--- src/rtl/mbus_pkg.sv ---
package mbus_pkg;

    typedef enum logic [2:0] {
        ST_IDLE,
        ST_ADDR,
        ST_RDREQ,
        ST_READ,
        ST_WRITE,
        ST_WRCOMMIT,
        ST_SKIP
    } bus_state_e;

    localparam int CTRL_BITS = 5;

endpackage

--- src/rtl/mbus_sync.sv ---
module mbus_sync #(
    parameter int         W       = 4,
    parameter int         STAGES  = 2,
    parameter logic [W-1:0] RST_VAL = '0
) (
    input  logic         clk,
    input  logic         rst_n,
    input  logic [W-1:0] d_in,
    output logic [W-1:0] q_out
);

    logic [STAGES-1:0][W-1:0] stg;

    always_ff @(posedge clk or negedge rst_n) begin
        if (!rst_n) begin
            for (int i = 0; i < STAGES; i++) begin
                stg[i] <= RST_VAL;
            end
        end else begin
            stg[0] <= d_in;
            for (int i = 1; i < STAGES; i++) begin
                stg[i] <= stg[i-1];
            end
        end
    end

    assign q_out = stg[STAGES-1];

endmodule

--- src/rtl/mbus_fsm.sv ---
module mbus_fsm
    import mbus_pkg::*;
(
    input  logic       clk,
    input  logic       rst_n,
    input  logic       mode_strobe,
    input  logic       as_fall,
    input  logic       as_rise,
    input  logic       ds_s,
    input  logic       rw_s,
    input  logic       sel_s,
    output bus_state_e state,
    output logic       reg_rd,
    output logic       reg_wr,
    output logic       ad_oe,
    output logic       addr_open,
    output logic       cap_wdata,
    output logic       cap_rdata
);

    bus_state_e state_q, state_d;
    logic phase_start, phase_read, rd_end, wr_end, skip_end;

    // Data-phase decoding for each timing convention
    always_comb begin
        if (mode_strobe) begin
            phase_start = ds_s;
            phase_read  = rw_s;
            rd_end      = !ds_s;
            wr_end      = !ds_s;
            skip_end    = !ds_s;
        end else begin
            phase_start = !rw_s || !ds_s;
            phase_read  = rw_s;
            rd_end      = ds_s;
            wr_end      = rw_s;
            skip_end    = ds_s && rw_s;
        end
    end

    // Next-state logic
    always_comb begin
        state_d = state_q;
        unique case (state_q)
            ST_IDLE: begin
                if (as_fall) state_d = ST_ADDR;
            end
            ST_ADDR: begin
                if (as_fall)          state_d = ST_ADDR;
                else if (as_rise)     state_d = ST_IDLE;
                else if (phase_start) begin
                    if (!sel_s)          state_d = ST_SKIP;
                    else if (phase_read) state_d = ST_RDREQ;
                    else                 state_d = ST_WRITE;
                end
            end
            ST_RDREQ:    state_d = ST_READ;
            ST_READ: begin
                if (rd_end) state_d = ST_IDLE;
            end
            ST_WRITE: begin
                if (wr_end) state_d = ST_WRCOMMIT;
            end
            ST_WRCOMMIT: state_d = ST_IDLE;
            ST_SKIP: begin
                if (skip_end) state_d = ST_IDLE;
            end
            default:     state_d = ST_IDLE;
        endcase
    end

    // State register
    always_ff @(posedge clk or negedge rst_n) begin
        if (!rst_n) state_q <= ST_IDLE;
        else        state_q <= state_d;
    end

    // Outputs
    always_comb begin
        reg_rd    = (state_q == ST_RDREQ);
        reg_wr    = (state_q == ST_WRCOMMIT);
        ad_oe     = (state_q == ST_READ);
        addr_open = (state_q == ST_IDLE) || (state_q == ST_ADDR);
        cap_wdata = (state_q == ST_WRITE) && wr_end;
        cap_rdata = (state_q == ST_RDREQ);
    end

    assign state = state_q;

endmodule

--- src/rtl/mbus_datapath.sv ---
module mbus_datapath #(
    parameter int DW = 8
) (
    input  logic          clk,
    input  logic          rst_n,
    input  logic          as_fall,
    input  logic          as_rise,
    input  logic          addr_open,
    input  logic          cap_wdata,
    input  logic          cap_rdata,
    input  logic [DW-1:0] ad_s,
    input  logic [DW-1:0] reg_rdata,
    output logic [DW-1:0] addr_q,
    output logic [DW-1:0] wdata_q,
    output logic [DW-1:0] rdata_q
);

    always_ff @(posedge clk or negedge rst_n) begin
        if (!rst_n) begin
            addr_q <= '0;
        end else if (as_fall) begin
            addr_q <= ad_s;
        end else if (as_rise && addr_open) begin
            addr_q <= '0;
        end
    end

    always_ff @(posedge clk or negedge rst_n) begin
        if (!rst_n) begin
            wdata_q <= '0;
            rdata_q <= '0;
        end else begin
            if (cap_wdata) wdata_q <= ad_s;
            if (cap_rdata) rdata_q <= reg_rdata;
        end
    end

endmodule

--- src/rtl/mbus_slave_if.sv ---
module mbus_slave_if
    import mbus_pkg::*;
#(
    parameter int DW          = 8,
    parameter int SYNC_STAGES = 2
) (
    input  logic          clk,
    input  logic          rst_n,
    input  logic          mode_strobe,
    input  logic          pfail,
    input  logic          as_i,
    input  logic          ds_i,
    input  logic          rw_i,
    input  logic          cs_n_i,
    input  logic [DW-1:0] ad_in,
    output logic [DW-1:0] ad_out,
    output logic          ad_oe,
    output logic [DW-1:0] reg_addr,
    output logic          reg_rd,
    output logic          reg_wr,
    output logic [DW-1:0] reg_wdata,
    input  logic [DW-1:0] reg_rdata
);

    localparam int NB = CTRL_BITS + DW;
    // Reset levels: as=0, ds=0, rw=1, cs_n=1, pfail=0, bus=0
    localparam logic [NB-1:0] SYNC_RST = {5'b00110, {DW{1'b0}}};

    logic [NB-1:0] sync_in, sync_out;
    logic          as_s, ds_s, rw_s, cs_n_s, pfail_s, as_d;
    logic [DW-1:0] ad_s;
    logic          as_fall, as_rise, sel_s;
    logic          addr_open, cap_wdata, cap_rdata;
    logic [DW-1:0] wdata_q, rdata_q;
    bus_state_e    state;

    assign sync_in = {as_i, ds_i, rw_i, cs_n_i, pfail, ad_in};

    mbus_sync #(.W(NB), .STAGES(SYNC_STAGES), .RST_VAL(SYNC_RST)) u_sync (
        .clk   (clk),
        .rst_n (rst_n),
        .d_in  (sync_in),
        .q_out (sync_out)
    );

    assign {as_s, ds_s, rw_s, cs_n_s, pfail_s, ad_s} = sync_out;

    always_ff @(posedge clk or negedge rst_n) begin
        if (!rst_n) as_d <= 1'b0;
        else        as_d <= as_s;
    end

    assign as_fall = as_d && !as_s;
    assign as_rise = !as_d && as_s;
    assign sel_s   = !cs_n_s && !pfail_s;

    mbus_fsm u_fsm (
        .clk         (clk),
        .rst_n       (rst_n),
        .mode_strobe (mode_strobe),
        .as_fall     (as_fall),
        .as_rise     (as_rise),
        .ds_s        (ds_s),
        .rw_s        (rw_s),
        .sel_s       (sel_s),
        .state       (state),
        .reg_rd      (reg_rd),
        .reg_wr      (reg_wr),
        .ad_oe       (ad_oe),
        .addr_open   (addr_open),
        .cap_wdata   (cap_wdata),
        .cap_rdata   (cap_rdata)
    );

    mbus_datapath #(.DW(DW)) u_dp (
        .clk       (clk),
        .rst_n     (rst_n),
        .as_fall   (as_fall),
        .as_rise   (as_rise),
        .addr_open (addr_open),
        .cap_wdata (cap_wdata),
        .cap_rdata (cap_rdata),
        .ad_s      (ad_s),
        .reg_rdata (reg_rdata),
        .addr_q    (reg_addr),
        .wdata_q   (wdata_q),
        .rdata_q   (rdata_q)
    );

    assign reg_wdata = wdata_q;
    assign ad_out    = rdata_q;

endmodule

--- config.mk ---
export PLATFORM = sky130hd
export DESIGN_NAME = mbus_slave_if
export DESIGN_NICKNAME = d
export VERILOG_FILES = /design/src/rtl/mbus_pkg.sv /design/src/rtl/mbus_sync.sv /design/src/rtl/mbus_fsm.sv /design/src/rtl/mbus_datapath.sv /design/src/rtl/mbus_slave_if.sv
export SDC_FILE = /design/constraint.sdc
export NUM_CORES = 1
export LEC_CHECK = 0
export ABC_AREA = 1
export BUFFER_PORTS_ARGS = -buffer_cell sky130_fd_sc_hd__buf_2
export CORE_ASPECT_RATIO = 0.75
export CORE_MARGIN = 4
export CORE_UTILIZATION = 51
export DETAILED_ROUTE_END_ITERATION = 10
export GPL_TIMING_DRIVEN = 0
export PLACE_DENSITY = 0.77
export SETUP_SLACK_MARGIN = 0.15
export SYNTH_ARGS = -nofsm -noshare
export SYNTH_HDL_FRONTEND = slang
export SYNTH_SLANG_ARGS = --single-unit
--- constraint.sdc ---
create_clock -name clk -period 1.5 [get_ports clk]
set_input_delay 0.3 -clock clk [delete_from_list [all_inputs] [get_ports clk]]
set_output_delay 0.3 -clock clk [all_outputs]
set_load 0.01 [all_outputs]
==> results of run 1 <==
==> worst max-delay path: cells and delay by family, from the launching register on <==
kind / cells / cell delay (ns)
buffers and inverters: 4 / 0.37
DFF: 1 / 0.38
and+or+nand+nor: 1 / 0.08
==> final cells by class <==
cell class	instances	area, sq um
sequential	54	1360
fill	279	1040
multi-input combinational	108	621
timing repair buffer	65	394
inverter	21	91.3
clock buffer	5	68.8
tap	52	65.1
buffer	4	50.0
clock inverter	3	43.8
==> synthesized netlist by cell type, drive strengths merged <==
cell type,number
o31ai,1
a21oi,1
nand3,18
dfrtp,50
ha,2
dfstp,4
nand3b,1
nor2,14
o21ai,17
nand2,54
clkbuf,2
buf,2
inv,21
==> flip-flops by register name (all words and copies together), names as in the netlist <==
name	flops
u_sync.q_out	13
u_sync.stg	13
u_dp.addr_q	8
u_dp.rdata_q	8
u_dp.wdata_q	8
u_fsm.state	3
as_d	1
==> routing by layer <==
layer	global-route usage [%]	up-vias	share of wire (%)
li1	-	725	-
met1	23.2	732	43
met2	26.8	40	51
met3	4.62	5	5.8
met4	5.06	0	1.0
met5	0	-	0
==> worst paths after layout <==
| path | endpoint | cells after the start |
|---|---|---|
| worst max-delay path | reg_rd | 5 |
| worst min-delay path | u_sync.stg[10] | 1 |
| worst min register to register | u_sync.q_out[7] | 0 |
| max in group asynchronous | u_fsm.state[0] | 1 |
| min in group asynchronous | u_sync.q_out[11] | 1 |
| worst max register to register | u_fsm.state[0] | 9 |
==> repair_timing <==
item,in CTS,in global routing
cloned,0,1
setup endpoints to repair,20,22
gates resized for setup,11,24
buffers inserted,12,2
pin swaps,9,9
endpoints found under the hold margin,0,0
==> logic make-up after synthesis <==
group	after synthesis	share of synthesized area, %
AND/OR/NAND/NOR	87	18.8
adder cells (fa/ha/maj)	2	1.25
AO/OA/AOI/OAI	19	6.36
buffers and inverters	25	5.93
flip-flops	54	67.6
==> report_power, final <==
group | internal, W | total (W) | switching [W]
Clock | 0.000500 | 0.000963 | 0.000463
Combinational | 0.000751 | 0.00167 | 0.000920
Sequential | 0.00177 | 0.00195 | 0.000174
Total | 0.00302 | 0.00458 | 0.00156
==> stage by stage <==
| stage | worst slack [ns] | power, W | hold WS (ns) |
|---|---|---|---|
| 2_1_floorplan | 0.232 | 0.00276 | 0.00441 |
| 3_3_place_gp | 0.0666 | 0.00320 | 0.331 |
| 3_5_place_dp | 0.0669 | 0.00323 | 0.335 |
| 4_1_cts | 0.0607 | 0.00443 | 0.0853 |
| 5_1_grt | 0.0200 | 0.00491 | 0.0760 |
| 6_report | 0.0695 | 0.00458 | 0.0907 |
==> impl_metrics.env, run 1 <==
export IMPL_status="completed"
export IMPL_clkSlewWorstSetupHoldPaths_ns=0.09
export IMPL_min_period_ns=1.43
export IMPL_relSlewSlack_pct=25.7
export IMPL_hold_class="primary input to flip-flop"
export IMPL_ctsHoldBuffers=0
export IMPL_final_max_slew_viol_count=0
export IMPL_netlist_area_sq_um=2010
export IMPL_path_class="flip-flop to output pin"
export IMPL_placed_cell_area_sq_um=2320
export IMPL_design_area_sq_um=2690
export IMPL_rsz0062_at_grt="yes"
export IMPL_core_sq_um=3730
export IMPL_fin_crit_sh_pct=95.4
export IMPL_synth_top_area_share_pct=62.4
export IMPL_drive_gt1_share_pct=43.8
export IMPL_synth_area_leaders="dfrtp_1 (62%), nand2_1 (9.7%), dfstp_2 (5.2%)"
export IMPL_overflow=0
export IMPL_fmax_mhz=699
export IMPL_num_io_pins=51
export IMPL_leakage_nw=1.42
export IMPL_cp_slowest_stage_delay_ns=0.38
export IMPL_cts_sinks=54
export IMPL_num_vias=1502
export IMPL_area_delta_synth_final_pct=34.2
export IMPL_diodes=0
export IMPL_worst_path_max_fanout=4
export IMPL_worst_pin_slew_ns=1.12
export IMPL_clock_latency_ns=0.31
export IMPL_cp_end_kind="output pin"
export IMPL_grt_pass1_wl_mm=6.62
export IMPL_post_drt_wl_per_cell_um=12.7
export IMPL_wirelength_mm=3.96
export IMPL_start_util_pct=53.7
export IMPL_finish_utilization_pct=72.1
export IMPL_yosys_warnings=0
export IMPL_synth_seq_cells=54
export IMPL_path_cells="clkbuf_8, inv_6, nand3_4, inv_4, buf_6"
export IMPL_maxCapViolations=0
export IMPL_gp_congestion=0.861
export IMPL_dieHeight_um=62.3
export IMPL_drt_first_iter_violations=65
export IMPL_placement_io_buffers=50
export IMPL_worst_path_max_delay_cell="dfrtp_1"
export IMPL_htreeDepth=2
export IMPL_syn_avg_cell_area_sq_um=10.7
export IMPL_cts_tree="built"
export IMPL_setup_viol=0
export IMPL_final_hold_violation_count=0
export IMPL_cts_buffers=5
export IMPL_power_density_nw_per_um2=1700
export IMPL_synth_nets=213
export IMPL_first_pass_iters=4
export IMPL_clockRootBuffer="clkbuf_8"
export IMPL_die_x_um=80.4
export IMPL_ant_nets=0
export IMPL_drc=0
export IMPL_final_nets=285
export IMPL_worstPathRequired_ns=1.20
export IMPL_grt_max_degree=55
export IMPL_vdd_drop_max_v=0.00105
export IMPL_grt_pass1_vias=1430
export IMPL_dp_cells=289
export IMPL_synth_seq_area_share_pct=67.6
export IMPL_dieArea_sq_um=5010
export IMPL_vias_per_cell=4.81
export IMPL_skew_ns=0.00672
export IMPL_dp_hpwl_mm=2.49
export IMPL_hp_start="rw_i"
export IMPL_startpoint_type="flip-flop"
export IMPL_arrival_ns=1.13
export IMPL_max_clock_path_buffers=2
export IMPL_synthCells=187
export IMPL_instances_no_fill=312
export IMPL_startpoint="u_fsm.state[2]"
export IMPL_fp_row_count=19
export IMPL_antenna_found_initial=0
export IMPL_setup_tns_final_ns=0
export IMPL_worstReg2RegStart="u_fsm.state[1]"
export IMPL_final_cell_mix="nand2_1 (49), dfrtp_1 (49), buf_2 (49)"
export IMPL_yosysUniqueCellTypes=19
export IMPL_r2r_slack_ns=0.15
export IMPL_yosysTopAreaCell="dfrtp_1"
export IMPL_track_usage_pct=17.0
No activity file was read; power rests on OpenSTA's default activity.
==> inputs of run 2 (changes only) <==
--- a/config.mk
+++ b/config.mk
@@ -5,14 +5,13 @@
 export SDC_FILE = /design/constraint.sdc
 export NUM_CORES = 1
 export LEC_CHECK = 0
-export ABC_AREA = 1
 export BUFFER_PORTS_ARGS = -buffer_cell sky130_fd_sc_hd__buf_2
 export CORE_ASPECT_RATIO = 0.75
 export CORE_MARGIN = 4
 export CORE_UTILIZATION = 51
 export DETAILED_ROUTE_END_ITERATION = 10
 export GPL_TIMING_DRIVEN = 0
-export PLACE_DENSITY = 0.77
+export PLACE_DENSITY = 0.78
 export SETUP_SLACK_MARGIN = 0.15
 export SYNTH_ARGS = -nofsm -noshare
 export SYNTH_HDL_FRONTEND = slang
==> run 2 against run 1 <==
The flow now finishes with violations (negative setup slack); count of clock-buffer cells in the layout did not move; clock skew about the same; synthesized cell count shrank 34%; worst setup slack got worse by 0.10 ns; via count down 16%; critical path depth grew 2; flip-flop and latch count unchanged; fmax is 6.6% lower; sequential share of layout area increased by 0.45 points; sequential power rose by 5%; power increased by 13%; largest power group is now combinational cells.
==> impl_metrics.env, run 2 <==
export IMPL_status="complete, but fails checks"
export IMPL_violations="negative setup slack"
export IMPL_multi_input_area_sq_um=693
export IMPL_fp_row_count=19
export IMPL_area_delta_synth_final_pct=39.0
export IMPL_diodes=0
export IMPL_synth_edf_count=0
export IMPL_max_clock_path_buffers=2
export IMPL_setup_tns_final_ns=-0.0834
export IMPL_cts_tree="built"
export IMPL_fmax_mhz=653
export IMPL_final_nets=221
export IMPL_startpoint_type="flip-flop"
export IMPL_final_cell_mix="buf_2 (49), dfrtp_1 (48), mux2_4 (11)"
export IMPL_num_vias=1266
export IMPL_placed_cell_area_sq_um=2260
export IMPL_core_sq_um=3640
export IMPL_start_util_pct=52.8
export IMPL_ant_nets=0
export IMPL_vdd_drop_max_v=0.00122
export IMPL_die_x_um=78.9
export IMPL_power_density_nw_per_um2=1940
export IMPL_place_ws_ns=-0.108
export IMPL_synthArstFlopShare_pct=100
export IMPL_first_pass_iters=4
export IMPL_worst_path_buf_inv=2
export IMPL_synth_adder_area_share_pct=1.30
export IMPL_final_hold_violation_count=0
export IMPL_final_max_slew_viol_count=0
export IMPL_yosysUniqueCellTypes=31
export IMPL_clockRootBuffer="clkbuf_8"
export IMPL_nFillCells=239
export IMPL_final_common_cell="buf_2"
export IMPL_yosysTopAreaCell="dfrtp_1"
export IMPL_placement_io_buffers=50
export IMPL_synth_common_cells="dfrtp_1 (50), mux2_2 (16), a22o_1 (8)"
export IMPL_synth_top_family_by_area="multiplexers"
export IMPL_synthMostInstantiatedCell="dfrtp_1"
export IMPL_dp_hpwl_mm=2.58
export IMPL_gp_congestion=0.768
export IMPL_setup_viol=7
export IMPL_drive_gt1_share_pct=60.7
export IMPL_setup_ws_ns=-0.0314
export IMPL_hold_ws_ns=0.0864
export IMPL_path_cells="inv_2, ha_4, nor3b_4, mux2i_4, buf_6, a31oi_2, nand3_1"
export IMPL_synth_seq_area_share_pct=70.6
export IMPL_post_drt_wl_per_cell_um=17.0
export IMPL_cp_slowest_stage_delay_ns=0.40
export IMPL_use_met3_pct=5.41
export IMPL_worst_path_max_delay_cell="dfrtp_1"
export IMPL_vias_per_cell=5.10
export IMPL_path_class="flip-flop to flip-flop"
export IMPL_synth_compound_area_share_pct=8.47
export IMPL_synthMuxAreaShare_pct=10.6
export IMPL_hold_class="primary input to flip-flop"
export IMPL_r2r_slack_ns=-0.03
export IMPL_worst_path_max_fanout=5
export IMPL_synthSimpleGateAreaFrac_pct=6.78
export IMPL_arrival_ns=1.71
export IMPL_hold_end="u_sync.stg[10]"
export IMPL_reg2regPathDepth=7
export IMPL_grt_met1_usage_pct=23.2
export IMPL_min_period_ns=1.53
export IMPL_num_io_pins=51
export IMPL_crit_family="flip-flops"
export IMPL_drc=0
export IMPL_worstReg2RegStart="u_sync.q_out[12]"
export IMPL_worstPathRequired_ns=1.68
export IMPL_worst_pin_slew_ns=1.13
export IMPL_antenna_found_initial=0
export IMPL_clock_latency_ns=0.31
export IMPL_synth_top_area_share_pct=65.1
export IMPL_leakage_nw=1.30
export IMPL_synth_seq_cells=54
export IMPL_hp_start="rw_i"
export IMPL_fin_crit_sh_pct=102
export IMPL_ff_latch_area_sq_um=1360
export IMPL_maxCapViolations=0
export IMPL_whs_path_depth=1
export IMPL_wirelength_mm=4.21
export IMPL_track_usage_pct=18.4
export IMPL_relSlewSlack_pct=24.9
export IMPL_ys_flop_type="dfrtp_1"
export IMPL_rsz0062_at_grt="yes"
export IMPL_synth_xor_area_share_pct=0.456
export IMPL_grt_pass1_wl_mm=6.49
export IMPL_grt_max_degree=55
export IMPL_grt_busiest_layer="met2"
export IMPL_overflow=0
export IMPL_htreeDepth=2
export IMPL_cp_end_kind="flip-flop"
export IMPL_dieArea_sq_um=4820
export IMPL_cts_buffers=5
export IMPL_yosys_warnings=0
export IMPL_synthCells=124
export IMPL_grt_pass1_vias=1317
export IMPL_dieHeight_um=61.1
export IMPL_timing_rr_end="u_fsm.state[0]"
export IMPL_grt_use_met2_pct=30.4
export IMPL_syn_avg_cell_area_sq_um=15.5
export IMPL_design_area_sq_um=2670
export IMPL_synth_nets=150
export IMPL_drt_first_iter_violations=40
export IMPL_netlist_area_sq_um=1920
export IMPL_clkSlewWorstSetupHoldPaths_ns=0.09
export IMPL_cts_sinks=54
export IMPL_synth_area_leaders="dfrtp_1 (65%), mux2_2 (9.4%), dfstp_2 (5.5%)"
export IMPL_skew_ns=0.00657
run 2: cells by family (layout without fill, tap and decap cells):
group	after synthesis	in the layout
buffers and inverters	7	79
DFF	54	54
adders and majority gates	2	2
AOI/OAI and AO/OA	20	20
xor gates and xnor gates	1	1
muxes	17	17
and+or+nand+nor	23	23
run 2: what timing repair did:
| action | CTS | global route |
|---|---|---|
| gates resized for setup | 27 | 17 |
| hold buffers | 0 | 0 |
| buffers inserted | 10 | 4 |
| setup endpoints to repair | 30 | 30 |
| pin swaps | 7 | 6 |
run 2: routing by layer:
layer	vias up	routed length (um)	share of wire, %
li1	576	-	-
met1	642	1810	43
met5	-	0	0
met4	0	84	2.0
met2	37	2130	51
met3	11	187	4.4
run 2: worst max path at each step:
stage                     start              end  slack [ns]  depth (start not counted)
3_5_place_dp     u_fsm.state[1]  u_dp.wdata_q[6]       -0.11                          3
3_3_place_gp   u_sync.q_out[12]   u_fsm.state[1]       -0.06                          6
2_1_floorplan    u_fsm.state[0]   u_fsm.state[2]        0.12                          5
5_1_grt        u_sync.q_out[12]   u_fsm.state[0]       -0.11                          7
4_1_cts          u_fsm.state[0]           reg_rd       -0.03                          3
6_report       u_sync.q_out[12]   u_fsm.state[0]       -0.03                          7
run 2: power breakdown:
part           internal (W)  switching (W)
registers           0.00180       0.000248
clock network      0.000500       0.000459
logic               0.00119       0.000972
total               0.00350        0.00168
run 2: cell type report:
class | count | share of cell area (%)
buffer | 3 | 1.22
tap | 52 | 2.44
inverter | 4 | 0.562
multi-input combinational | 63 | 26.0
clock buffer | 5 | 2.58
clock inverter | 3 | 1.64
timing repair buffer | 64 | 14.7
sequential | 54 | 50.9
run 2: through the flow:
| stage | power (W) | utilization (%) | std cells |
|---|---|---|---|
| final | 0.00518 | 73.4 | 248 |
| after global routing | 0.00546 | 73.4 | 248 |
| after CTS | 0.00489 | 70.7 | 244 |
| after detailed placement | 0.00350 | 62.1 | 226 |
| after global placement | 0.00340 | 62.1 | 226 |
| after floorplan | 0.00295 | - | 124 |
==> inputs of run 3 (changes only) <==
--- a/config.mk
+++ b/config.mk
@@ -10,7 +10,6 @@
 export CORE_MARGIN = 4
 export CORE_UTILIZATION = 51
 export DETAILED_ROUTE_END_ITERATION = 10
-export GPL_TIMING_DRIVEN = 0
 export PLACE_DENSITY = 0.78
 export SETUP_SLACK_MARGIN = 0.15
 export SYNTH_ARGS = -nofsm -noshare
==> run 3 against run 2 <==
The flow still finishes with violations (negative setup slack); non-clock buffer count unchanged; via count rose by 2.9%; critical path type unchanged; combinational power fell by 10%; fmax is 4.1% lower; count of clock-buffer cells in the layout is 1 higher; wire length increased by 2.2%; first-iteration DRC count rose to 3.5 times the previous value; sequential share of layout area is 1.0 points higher; cell count is 0.40% lower.
==> impl_metrics.env, run 3 (synthesis gave the netlist of run 2 again) <==
export IMPL_status="complete, but fails checks"
export IMPL_violations="negative setup slack"
export IMPL_clockRootBuffer="clkbuf_8"
export IMPL_htreeDepth=2
export IMPL_r2r_slack_ns=-0.1
export IMPL_cp_end_kind="flip-flop"
export IMPL_num_vias=1303
export IMPL_final_max_slew_viol_count=0
export IMPL_highest_layer="met4"
export IMPL_place_ws_ns=-0.0223
export IMPL_area_delta_synth_final_pct=36.4
export IMPL_fmax_mhz=626
export IMPL_reg2regPathDepth=6
export IMPL_startpoint_type="flip-flop"
export IMPL_leakage_nw=1.25
export IMPL_drt_first_iter_violations=141
export IMPL_cts_buffers=5
export IMPL_grt_pass1_wl_mm=6.69
export IMPL_antenna_found_initial=0
export IMPL_final_nets=221
export IMPL_arrival_ns=1.78
export IMPL_final_cell_mix="buf_2 (48), dfrtp_1 (47), buf_4 (10)"
export IMPL_num_io_pins=51
export IMPL_setup_tns_final_ns=-0.0978
export IMPL_cp_endpoint="u_fsm.state[2]"
export IMPL_overflow=0
export IMPL_whs_path_depth=1
export IMPL_grt_max_degree=33
export IMPL_ant_nets=0
export IMPL_vdd_drop_max_v=0.00107
export IMPL_diodes=0
export IMPL_post_drt_wl_per_cell_um=17.4
export IMPL_dieArea_sq_um=4820
export IMPL_worstPathRequired_ns=1.69
export IMPL_final_hold_violation_count=0
export IMPL_relSlewSlack_pct=75.6
export IMPL_gp_congestion=0.839
export IMPL_wl_met2_mm=2.17
export IMPL_track_usage_pct=18.9
export IMPL_clock_latency_ns=0.29
export IMPL_grt_pass1_vias=1307
export IMPL_cts_sinks=54
export IMPL_fin_crit_sh_pct=106
export IMPL_wirelength_mm=4.30
export IMPL_worst_pin_slew_ns=0.366
export IMPL_worstReg2RegStart="u_sync.q_out[12]"
export IMPL_path_class="flip-flop to flip-flop"
export IMPL_dr_wl_met3_um=294
export IMPL_vias_per_cell=5.28
export IMPL_timing_rr_end="u_fsm.state[2]"
export IMPL_startpoint="u_sync.q_out[12]"
export IMPL_cts_tree="built"
export IMPL_fp_row_count=19
export IMPL_die_x_um=78.9
export IMPL_placement_io_buffers=50
export IMPL_power_density_nw_per_um2=1810
export IMPL_dieHeight_um=61.1
export IMPL_drt_met1_wl_mm=1.74
export IMPL_setup_ws_ns=-0.0974
export IMPL_final_common_cell="buf_2"
export IMPL_hold_class="primary input to flip-flop"
export IMPL_worst_path_max_fanout=6
export IMPL_setup_viol=2
export IMPL_maxCapViolations=0
export IMPL_core_sq_um=3640
export IMPL_drc=0
export IMPL_rsz0062_at_grt="yes"
export IMPL_min_period_ns=1.60
export IMPL_start_util_pct=52.8
export IMPL_dp_hpwl_mm=2.66
export IMPL_first_pass_iters=4
export IMPL_max_clock_path_buffers=2
export IMPL_skew_ns=0.00331
export IMPL_total_power_w=0.00474
export IMPL_drive_gt1_share_pct=60.0
export IMPL_clkSlewWorstSetupHoldPaths_ns=0.08
[run 3: cell types whose count changed in the layout (fill, tap and decap cells not counted), sizes merged]
cell / before / now
clkinv: 1 / 0
bufinv: 1 / 0
inv: 5 / 4
clkinvlp: 0 / 1
dlygate4sd3: 0 / 1
[run 3: report_power, final]
group	internal, W	switching, W
registers	0.00181	0.000252
logic	0.00103	0.000910
clock network	0.000320	0.000418
total	0.00316	0.00158
[run 3: how the worst min path moves through the flow]
stage           start              end  slack (ns)
3_3_place_gp    rst_n  u_dp.wdata_q[4]        0.22
6_report       cs_n_i    u_sync.stg[9]         0.1
3_5_place_dp    rst_n  u_dp.wdata_q[4]        0.22
4_1_cts        cs_n_i    u_sync.stg[9]        0.09
5_1_grt        cs_n_i    u_sync.stg[9]        0.08
2_1_floorplan   rst_n             as_d       0.004
[run 3: routing by layer]
metal	vias to the layer above	global-route usage (%)
met4	0	6.86
met3	8	5.85
met5	-	0
met1	668	24.5
met2	52	31.0
li1	575	-
[run 3: area by class of cell]
class / instances / area, sq um
multi-input combinational: 63 / 676
sequential: 54 / 1360
tap: 52 / 65.1
timing repair buffer: 67 / 424
fill: 224 / 1020
clock inverter: 1 / 7.51
inverter: 4 / 15.0
clock buffer: 6 / 72.6
[run 3: metrics by stage]
stage	hold slack [ns]	instance area, sq um	instances	util, %
after floorplan	0.00441	1940	124	-
final	0.0960	2620	247	72.0
after global placement	0.217	2300	230	63.4
after CTS	0.0900	2540	244	69.8
after detailed placement	0.222	2300	230	63.4
after global routing	0.0800	2620	247	72.0
[run 3: timing repair]
item                                    4_1_cts  5_1_grt
pin swaps                                     7        3
endpoints found under the setup margin       30       28
gates cloned                                  1        0
endpoints found under the hold margin        12        0
resized for setup                            22       14
setup buffers                                 5        3
hold buffers                                  1        0
[run 3: worst max-delay path, cell delays in order (launching register included)]
cell and delay [ns]:
dfrtp_1 0.41, inv_2 0.09, ha_4 0.20, nor3b_4 0.15, mux2i_4 0.25, a31oi_1 0.17
a31o_1 0.22
